<file path="src/rtl/sd_rx_pkg.sv">
package sd_rx_pkg;
  localparam int SMP_W    = 16;
  localparam int BYTE_W   = 8;
  localparam int BLK_SMPS = 256;
  localparam int CRC_BITS = 16;
  localparam int ADDR_W   = 10;

  typedef enum logic [1:0] {
    ST_IDLE,
    ST_DATA,
    ST_CRC,
    ST_STOP
  } rx_state_e;
endpackage

</file>
<file path="src/rtl/sd_rx_ctrl.sv">
module sd_rx_ctrl
  import sd_rx_pkg::*;
#(
  parameter int SMP_W_P    = SMP_W,
  parameter int BLK_SMPS_P = BLK_SMPS,
  parameter int CRC_BITS_P = CRC_BITS
) (
  input  logic clk_i,
  input  logic rst_ni,
  input  logic dat_i,
  output logic bit_vld_o,
  output logic smp_last_o,
  output logic stop_vld_o
);
  localparam int CNT_W = $clog2(SMP_W_P > CRC_BITS_P ? SMP_W_P : CRC_BITS_P);
  localparam int SMP_CW = $clog2(BLK_SMPS_P);

  rx_state_e          state_q;
  logic [CNT_W-1:0]   bit_cnt_q;
  logic [SMP_CW-1:0]  smp_cnt_q;
  logic               blk_last;

  always_comb begin
    bit_vld_o  = (state_q == ST_DATA);
    smp_last_o = bit_vld_o && (bit_cnt_q == CNT_W'(SMP_W_P - 1));
    blk_last   = smp_last_o && (smp_cnt_q == SMP_CW'(BLK_SMPS_P - 1));
    stop_vld_o = (state_q == ST_STOP);
  end

  always_ff @(posedge clk_i or negedge rst_ni) begin
    if (!rst_ni) begin
      state_q   <= ST_IDLE;
      bit_cnt_q <= '0;
      smp_cnt_q <= '0;
    end else begin
      unique case (state_q)
        ST_IDLE: begin
          bit_cnt_q <= '0;
          smp_cnt_q <= '0;
          if (!dat_i) state_q <= ST_DATA;
        end
        ST_DATA: begin
          if (smp_last_o) begin
            bit_cnt_q <= '0;
            smp_cnt_q <= smp_cnt_q + 1'b1;
          end else begin
            bit_cnt_q <= bit_cnt_q + 1'b1;
          end
          if (blk_last) state_q <= ST_CRC;
        end
        ST_CRC: begin
          if (bit_cnt_q == CNT_W'(CRC_BITS_P - 1)) begin
            bit_cnt_q <= '0;
            state_q   <= ST_STOP;
          end else begin
            bit_cnt_q <= bit_cnt_q + 1'b1;
          end
        end
        ST_STOP: state_q <= ST_IDLE;
        default: state_q <= ST_IDLE;
      endcase
    end
  end

  // closing bit only follows the check-bit field
  p_stop_after_crc_r6: assert property (@(posedge clk_i) disable iff (!rst_ni)
    stop_vld_o |-> $past(state_q) == ST_CRC);

  // no sample completes outside the data field
  p_no_smp_in_crc_r6: assert property (@(posedge clk_i) disable iff (!rst_ni)
    (state_q != ST_DATA) |-> !smp_last_o);
endmodule

</file>
<file path="src/rtl/sd_rx_pack.sv">
module sd_rx_pack
  import sd_rx_pkg::*;
#(
  parameter int SMP_W_P  = SMP_W,
  parameter int BYTE_W_P = BYTE_W
) (
  input  logic               clk_i,
  input  logic               rst_ni,
  input  logic               dat_i,
  input  logic               bit_vld_i,
  input  logic               smp_last_i,
  output logic [SMP_W_P-1:0] wr_data_o,
  output logic               wr_en_o
);
  logic [SMP_W_P-1:0] shift_q;
  logic [SMP_W_P-1:0] full_word;
  logic [SMP_W_P-1:0] sample;

  always_comb begin
    full_word = {shift_q[SMP_W_P-2:0], dat_i};
    // first byte on the wire is the low byte
    sample    = {full_word[BYTE_W_P-1:0], full_word[SMP_W_P-1:BYTE_W_P]};
  end

  always_ff @(posedge clk_i or negedge rst_ni) begin
    if (!rst_ni) begin
      shift_q   <= '0;
      wr_data_o <= '0;
      wr_en_o   <= 1'b0;
    end else begin
      if (bit_vld_i) shift_q <= full_word;
      wr_en_o <= smp_last_i;
      if (smp_last_i) wr_data_o <= sample;
    end
  end

  p_wr_pulse_r2: assert property (@(posedge clk_i) disable iff (!rst_ni)
    wr_en_o |=> !wr_en_o);

  p_low_byte_first_r4: assert property (@(posedge clk_i) disable iff (!rst_ni)
    wr_en_o |-> wr_data_o[BYTE_W_P-1:0] == $past(shift_q[SMP_W_P-2:BYTE_W_P-1]));
endmodule

</file>
<file path="src/rtl/sd_rx_addr.sv">
module sd_rx_addr
  import sd_rx_pkg::*;
#(
  parameter int ADDR_W_P = ADDR_W
) (
  input  logic                clk_i,
  input  logic                rst_ni,
  input  logic                smp_last_i,
  output logic [ADDR_W_P-1:0] wr_addr_o
);
  logic [ADDR_W_P-1:0] cnt_q;

  always_ff @(posedge clk_i or negedge rst_ni) begin
    if (!rst_ni) begin
      cnt_q     <= '0;
      wr_addr_o <= '0;
    end else if (smp_last_i) begin
      wr_addr_o <= cnt_q;
      cnt_q     <= cnt_q + 1'b1;  // wraps modulo buffer depth
    end
  end

  p_addr_hold_r5: assert property (@(posedge clk_i) disable iff (!rst_ni)
    !smp_last_i |=> $stable(cnt_q));
endmodule

</file>
<file path="src/rtl/sd_block_rx.sv">
module sd_block_rx
  import sd_rx_pkg::*;
#(
  parameter int SMP_W_P    = SMP_W,
  parameter int BYTE_W_P   = BYTE_W,
  parameter int BLK_SMPS_P = BLK_SMPS,
  parameter int CRC_BITS_P = CRC_BITS,
  parameter int ADDR_W_P   = ADDR_W
) (
  input  logic                clk_i,
  input  logic                rst_ni,
  input  logic                sd_dat_i,
  output logic [ADDR_W_P-1:0] wr_addr_o,
  output logic [SMP_W_P-1:0]  wr_data_o,
  output logic                wr_en_o,
  output logic                blk_done_o,
  output logic                frame_err_o
);
  logic bit_vld;
  logic smp_last;
  logic stop_vld;

  sd_rx_ctrl #(
    .SMP_W_P   (SMP_W_P),
    .BLK_SMPS_P(BLK_SMPS_P),
    .CRC_BITS_P(CRC_BITS_P)
  ) u_ctrl (
    .clk_i     (clk_i),
    .rst_ni    (rst_ni),
    .dat_i     (sd_dat_i),
    .bit_vld_o (bit_vld),
    .smp_last_o(smp_last),
    .stop_vld_o(stop_vld)
  );

  sd_rx_pack #(
    .SMP_W_P (SMP_W_P),
    .BYTE_W_P(BYTE_W_P)
  ) u_pack (
    .clk_i     (clk_i),
    .rst_ni    (rst_ni),
    .dat_i     (sd_dat_i),
    .bit_vld_i (bit_vld),
    .smp_last_i(smp_last),
    .wr_data_o (wr_data_o),
    .wr_en_o   (wr_en_o)
  );

  sd_rx_addr #(
    .ADDR_W_P(ADDR_W_P)
  ) u_addr (
    .clk_i     (clk_i),
    .rst_ni    (rst_ni),
    .smp_last_i(smp_last),
    .wr_addr_o (wr_addr_o)
  );

  always_ff @(posedge clk_i or negedge rst_ni) begin
    if (!rst_ni) begin
      blk_done_o  <= 1'b0;
      frame_err_o <= 1'b0;
    end else begin
      blk_done_o <= stop_vld;
      if (stop_vld && !sd_dat_i) frame_err_o <= 1'b1;
    end
  end

  p_done_pulse_r7: assert property (@(posedge clk_i) disable iff (!rst_ni)
    blk_done_o |=> !blk_done_o);

  p_err_sticky_r8: assert property (@(posedge clk_i) disable iff (!rst_ni)
    frame_err_o |=> frame_err_o);

  p_done_no_wr_r6: assert property (@(posedge clk_i) disable iff (!rst_ni)
    blk_done_o |-> !wr_en_o);
endmodule

</file>
<file path="config.mk">
export PLATFORM = sky130hd
export DESIGN_NAME = sd_block_rx
export DESIGN_NICKNAME = d
export VERILOG_FILES = /design/src/rtl/sd_rx_pkg.sv /design/src/rtl/sd_rx_ctrl.sv /design/src/rtl/sd_rx_pack.sv /design/src/rtl/sd_rx_addr.sv /design/src/rtl/sd_block_rx.sv
export SDC_FILE = /design/constraint.sdc
export NUM_CORES = 1
export LEC_CHECK = 0
export ABC_AREA = 1
export BUFFER_PORTS_ARGS = -buffer_cell sky130_fd_sc_hd__buf_2
export CAP_MARGIN = 15
export CORE_MARGIN = 1
export CORE_UTILIZATION = 34
export CTS_CLUSTER_SIZE = 25
export DETAILED_ROUTE_END_ITERATION = 8
export PLACE_DENSITY = 0.55
export RECOVER_POWER = 100
export SETUP_SLACK_MARGIN = 0.15
export SYNTH_ARGS = -nofsm -noshare
export SYNTH_HDL_FRONTEND = slang
export SYNTH_SLANG_ARGS = --single-unit
</file>
<file path="constraint.sdc">
create_clock -name clk_i -period 2.5 [get_ports clk_i]
set_input_delay 0.25 -clock clk_i [delete_from_list [all_inputs] [get_ports clk_i]]
set_output_delay 0.25 -clock clk_i [all_outputs]
set_load 0.02 [all_outputs]
</file>
==> results of run 1 <==
==> registers in the layout (all words and copies together), names as in the netlist <==
| register | flops |
|---|---|
| blk_done_o | 1 |
| u_ctrl.smp_cnt_q | 8 |
| u_ctrl.bit_cnt_q | 4 |
| frame_err_o | 1 |
| u_ctrl.state_q | 2 |
| u_addr.cnt_q | 10 |
| u_pack.wr_data_o | 16 |
| u_addr.wr_addr_o | 10 |
| u_pack.shift_q | 15 |
| u_pack.wr_en_o | 1 |
==> placed cells by master (no fill, tap or decap), drive strengths merged <==
master	count
xor2	4
nand3b	1
o21ai	40
bufinv	1
ha	8
nand2	121
or2	1
a21oi	4
clkbuf	52
a21o	1
o21bai	1
nand3	14
xnor2	2
dfrtp	68
nor2	11
nand4	7
buf	1
o21a	1
inv	36
and3	1
==> routing by layer <==
layer	vias to the layer above	wire [um]	share of wire
met1	1011	2890	0.52
met2	40	2410	0.43
li1	1126	-	-
met4	0	53	0.0095
met5	-	0	0
met3	6	235	0.042
==> kinds of logic (layout without fill, tap and decap cells) <==
| group | count (synthesis) | after routing | synth area share |
|---|---|---|---|
| flip-flops | 68 | 68 | 0.577 |
| XOR/XNOR | 6 | 6 | 0.0178 |
| AO/OA/AOI/OAI | 47 | 47 | 0.0824 |
| AND/OR/NAND/NOR | 156 | 156 | 0.225 |
| adder cells (fa/ha/maj) | 8 | 8 | 0.0340 |
| buffers and inverters | 46 | 90 | 0.0633 |
==> power by group through the flow <==
stage / logic (W) / registers, W / clock network, W
floorplan: 0.000373 / 0.00132 / 0
global placement: 0.000525 / 0.00132 / 0
detailed placement: 0.000534 / 0.00132 / 0
CTS: 0.000538 / 0.00130 / 0.000952
global route: 0.000607 / 0.00132 / 0.00101
finish: 0.000508 / 0.00130 / 0.000931
==> stage by stage <==
step / hold slack, ps / setup WS (ps) / util / cells / instance area, um^2
4_1_cts: 31.3 / 431 / 0.415 / 480 / 3440
3_3_place_gp: 400 / 516 / 0.391 / 465 / 3240
6_report: 175 / 371 / 0.407 / 480 / 3380
5_1_grt: 206 / 176 / 0.407 / 480 / 3380
2_1_floorplan: -45.6 / 1100 / - / 331 / 2950
3_5_place_dp: 407 / 454 / 0.391 / 465 / 3240
==> worst max-delay path, stage by stage (launching register included) <==
cell and delay [ps]:
dfrtp_1 430, inv_1 100, ha_1 350, inv_2 220, nor2_4 440, clkbuf_1 360, nand2_1 100, nand2_1 80
==> layout make-up <==
| class | instances | area share |
|---|---|---|
| Inverter | 36 | 0.0400 |
| Timing Repair Buffer | 39 | 0.0444 |
| Tap cell | 105 | 0.0389 |
| Clock buffer | 14 | 0.0511 |
| Sequential cell | 68 | 0.504 |
| Multi-Input combinational cell | 217 | 0.313 |
| Clock inverter | 1 | 0.00889 |
==> worst paths after layout <==
check,start,to
max in group asynchronous,rst_ni,u_addr.cnt_q[4]
setup / recovery,u_ctrl.state_q[1],u_pack.wr_data_o[6]
hold / removal,sd_dat_i,u_pack.shift_q[0]
min in group asynchronous,rst_ni,u_ctrl.state_q[1]
setup reg to reg,u_ctrl.state_q[1],u_pack.wr_data_o[6]
hold reg to reg,frame_err_o,frame_err_o
==> impl_results.md, run 1 <==
* Status: finished with violations
* Failing checks: max-capacitance violations, max-slew violations
* Max Buffers Root-to-Sink at 2
* Vias per inst at 4.55
* Storage element area at between 1500 and 2000 um^2
* Max-slew headroom at -0.303
* Root buffer cell: clkbuf_8
* FILL cells at 848
* Share of post-route cells with drive strength above 1 at 0.0587
* Biggest area consumer among synthesized cells: dfrtp_1
* Critical path required time at about 2800 ps
* Top Usage Layer GRT: met2
* Unrepaired setup endpoints after global routing: false
* CTS H-tree lvls at 3
* Pwr dens at 810 nW/um^2
* Setup violators final at 0
* Sequential cell area fraction in the yosys report at 0.577
* Worst Hold Class: primary input to flip-flop
* Critical Path Source Type: flip-flop
* Initial drt markers at around 100
* Postcts setup bufs at 0
* CTS Buf Count at 9
* M3 GR Usage at 0.0367
* Syn Std Cell Area at 2950 um^2
* Endpoints failing hold at 0
* Gpl congestion at around 0.74
* CTS Hold Bufs at 0
* Drt first pass iters at 4
* Post-DP HPWL at 3820 um
* Register share of total power at 0.475
* Total wire length at 5590 um
* Crit path capture type: flip-flop
* Post-synth EDFFs at 0
* Syn Inst Count at approximately 330
* Post-synth top area share at 0.577
* Int Pwr at about 0.0019 W
* Max Cap Viol at 1
* Multi-input combinational cell area at 1060 um^2
* FF-to-FF path depth at 7
* Worst-path fanout max at 18
* Pleak at roughly 1.7 nW
* Final setup TNS at 0 ps
* Die W at 95.1 um
* Layout Skew at between 9 and 10 ps
* I/O Buffers at 31
* Grt met1 use at 0.191
* Clk_lat worst skew at between 300 and 400 ps
* Total chip power at between 0.002 and 0.003 W
* Initial antenna violation count at 0
* Core region area at ~8300 um^2
* Synth cell types at 26
* Cts repair resizes at 0
* Final Max Tran Viols at 38
* Yosys reg bits at about 70
* Row cnt at 33
* I/O pin cnt at 32
* Peak Freq at about 470 MHz
* Final Cycle Share at 0.852
* Vias in the first global route at 2,123
* Largest net degree at the start of global routing at 38
* Initial Util at 0.355
* Post-synthesis async set-or-reset flop share at 1.00
* All-layer global routing usage at 0.142
* Syn nets at 342
* Setup slack, reg-to-reg at between 300 and 400 ps
* Via count at ~2,200
* Slew at the pin with the worst max-slew slack at about 2000 ps
* Minimum clock period at around 2100 ps
* Cells taking the most area after synthesis: dfrtp_1 58%, nand2_1 15%, o21ai_0 6.8%
* DRC at 0
* Sw frac at 0.299
* Die height at about 95 um
* Full die area at between 9000 and 10,000 um^2
* TritonCTS clock tree: yes
* CTS Sinks at 68
* Number of synthesis warnings at 0
* Synth top cells by count: 121 x nand2_1, 68 x dfrtp_1, 40 x o21ai_0, 35 x inv_1, 13 x nand3_1
* Min-Delay Path Depth at 3
* GR Util met2 at 0.217
* Avg WL per Cell at around 12 um
* Dominant synthesized flop cell: dfrtp_1
* Top-count cell post-synth: nand2_1
* Arrival time worst endpoint at roughly 2400 ps
* Ant diodes at 0
* Crit path kind: flip-flop to flip-flop
* Clk pwr share at 0.340
* First-pass GRT wire length at 9750 um
* Layout area overhead at 14.7%
* Psw at ~0.00082 W
* GRT overflow at 0
* Clock-pin transition on the worst setup and hold timing paths at about 70 ps
* Fin nets at roughly 380
* ANT nets after route at 0
* Max IR drop VDD at 457 uV
* Comb pwr share at 0.185
* Synth Area per Inst at about 9 um^2
No activity file was read; power rests on OpenSTA's default activity.
==> run 2, diff against run 1 <==
--- a/config.mk
+++ b/config.mk
@@ -6,13 +6,12 @@
 export NUM_CORES = 1
 export LEC_CHECK = 0
 export ABC_AREA = 1
-export BUFFER_PORTS_ARGS = -buffer_cell sky130_fd_sc_hd__buf_2
 export CAP_MARGIN = 15
 export CORE_MARGIN = 1
 export CORE_UTILIZATION = 34
 export CTS_CLUSTER_SIZE = 25
 export DETAILED_ROUTE_END_ITERATION = 8
-export PLACE_DENSITY = 0.55
+export DONT_BUFFER_PORTS = 1
 export RECOVER_POWER = 100
 export SETUP_SLACK_MARGIN = 0.15
 export SYNTH_ARGS = -nofsm -noshare
==> run 2 against run 1 <==
Cell area down 2.6%; hold slack worse by 150 ps; the run still ends with max-capacitance violations, max-slew violations left; fmax up 1.2%; critical endpoint is now u_pack.wr_data_o[5]; largest cell class unchanged.
==> impl_results.md, run 2 (synthesized netlist as in run 1, its figures left out) <==
* Largest net degree at the start of global routing at 69
* Vias in the first global route at 2,082
* Setup violators final at 0
* Max IR drop VDD at roughly 320 uV
* Commonest non-fill, non-tap cell in the layout: nand2_1
* Max-slew headroom at -0.110
* Drt first pass iters at 4
* Worst Hold Class: primary input to flip-flop
* Full die area at between 9000 and 10,000 um^2
* Crit path capture type: flip-flop
* Core region area at about 8300 um^2
* Postcts setup bufs at 0
* Gpl congestion at 0.774
* Root buffer cell: clkbuf_8
* Critical path required time at 2720 ps
* First-pass GRT wire length at 10,100 um
* CTS H-tree lvls at 3
* Pleak at ~1.7 nW
* I/O pin cnt at 32
* Clk_lat worst skew at between 300 and 400 ps
* Largest registers: u_pack.wr_data_o (16), u_pack.shift_q (15)
* Via count at about 2,100
* Final Max Tran Viols at just under 70
* Initial Util at 0.355
* CTS Hold Bufs at 2
* Critical Path Source Type: flip-flop
* Endpoints failing hold at 0
* Die W at approximately 95 um
* Ant diodes at 0
* DRC at 0
* Cts repair resizes at 0
* ANT nets after route at 0
* Status: finished with violations
* Layout area overhead at 11.7%
* All-layer global routing usage at 0.147
* CTS Buf Count at 9
* Fin nets at 349
* Layout Skew at between 6 and 7 ps
* Worst-path fanout max at 25
* Max Buffers Root-to-Sink at 2
* Post-DP HPWL at 3800 um
* Initial drt markers at between 150 and 200
* Row cnt at 33
* Placed cells at 430
* Min-Delay Path Depth at 2
* Minimum clock period at ~2100 ps
* FF-to-FF path depth at 6
* Finished Layout Cells at between 400 and 500
* TritonCTS clock tree: yes
* Unrepaired setup endpoints after global routing: false
* GRT overflow at 0
* Slew at the pin with the worst max-slew slack at about 1700 ps
* Share of post-route cells with drive strength above 1 at 0.0729
* Pwr dens at 868 nW/um^2
* Hold slack final at around 28 ps
* Max reg flops at 16
* Arrival time worst endpoint at ~2300 ps
* Most frequent cells in the layout: 121 x nand2_1, 68 x dfrtp_1, 40 x o21ai_0
* Crit path kind: flip-flop to flip-flop
* Final setup TNS at 0 ps
* Clock-pin transition on the worst setup and hold timing paths at roughly 70 ps
* Vias per inst at ~4.7
* Avg WL per Cell at around 13 um
* Failing checks: max-capacitance violations, max-slew violations
* Initial antenna violation count at 0
* Die height at 95.1 um
* Total wire length at ~5700 um
* Max Cap Viol at 1
* CTS Sinks at a little under 70
* Final Cycle Share at 0.842
* I/O Buffers at 0
* Largest Register: u_pack.wr_data_o
* Peak Freq at roughly 480 MHz
-- run 2: final timing paths --
| check | from | endpoint | slack, ps |
|---|---|---|---|
| worst max register to register | u_ctrl.state_q[1] | u_pack.wr_data_o[5] | 400 |
| worst max-delay path | u_ctrl.state_q[1] | u_pack.wr_data_o[5] | 400 |
| worst min register to register | u_pack.shift_q[13] | u_pack.wr_data_o[6] | 500 |
| worst min-delay path | sd_dat_i | u_pack.shift_q[0] | 30 |
| max in group asynchronous | rst_ni | u_addr.wr_addr_o[9] | 620 |
| min in group asynchronous | rst_ni | u_addr.wr_addr_o[4] | 890 |
-- run 2: worst max-delay path: stages (launching register included) --
cell and delay (ps):
dfrtp_1 430, inv_1 100, ha_1 290, nand4_2 560
buf_4 440, nand2_1 70, o21ai_0 80
-- run 2: power breakdown --
part	leakage [nW]	internal [W]	total, W	switching (W)
registers	0.925	0.00122	0.00132	0.0000914
clock network	0.122	0.000641	0.00106	0.000423
logic	0.656	0.000148	0.000479	0.000332
total	1.70	0.00201	0.00286	0.000846
-- run 2: stage by stage --
step / area (um^2) / worst slack [ps] / util / total power, W
6_report: 3290 / 395 / 0.397 / 0.00286
2_1_floorplan: 2950 / 1100 / - / 0.00169
3_3_place_gp: 3060 / 691 / 0.368 / 0.00179
3_5_place_dp: 3060 / 572 / 0.368 / 0.00181
4_1_cts: 3330 / 550 / 0.401 / 0.00290
5_1_grt: 3290 / 180 / 0.397 / 0.00303
-- run 2: cell type report --
type                    count  area, um^2
well taps                 105         131
fillers                   801        5010
inverters                  36         135
clock buffers              12         165
repair buffers              6        38.8
multi-input cells         217        1050
flip-flops and latches     68        1700
clock inverters             4        70.1
-- run 2: routing by layer --
layer / part of all wire / global-route usage
met5: 0 / 0
met1: 0.48 / 0.198
met4: 0.024 / 0.0783
met3: 0.059 / 0.0470
met2: 0.43 / 0.211
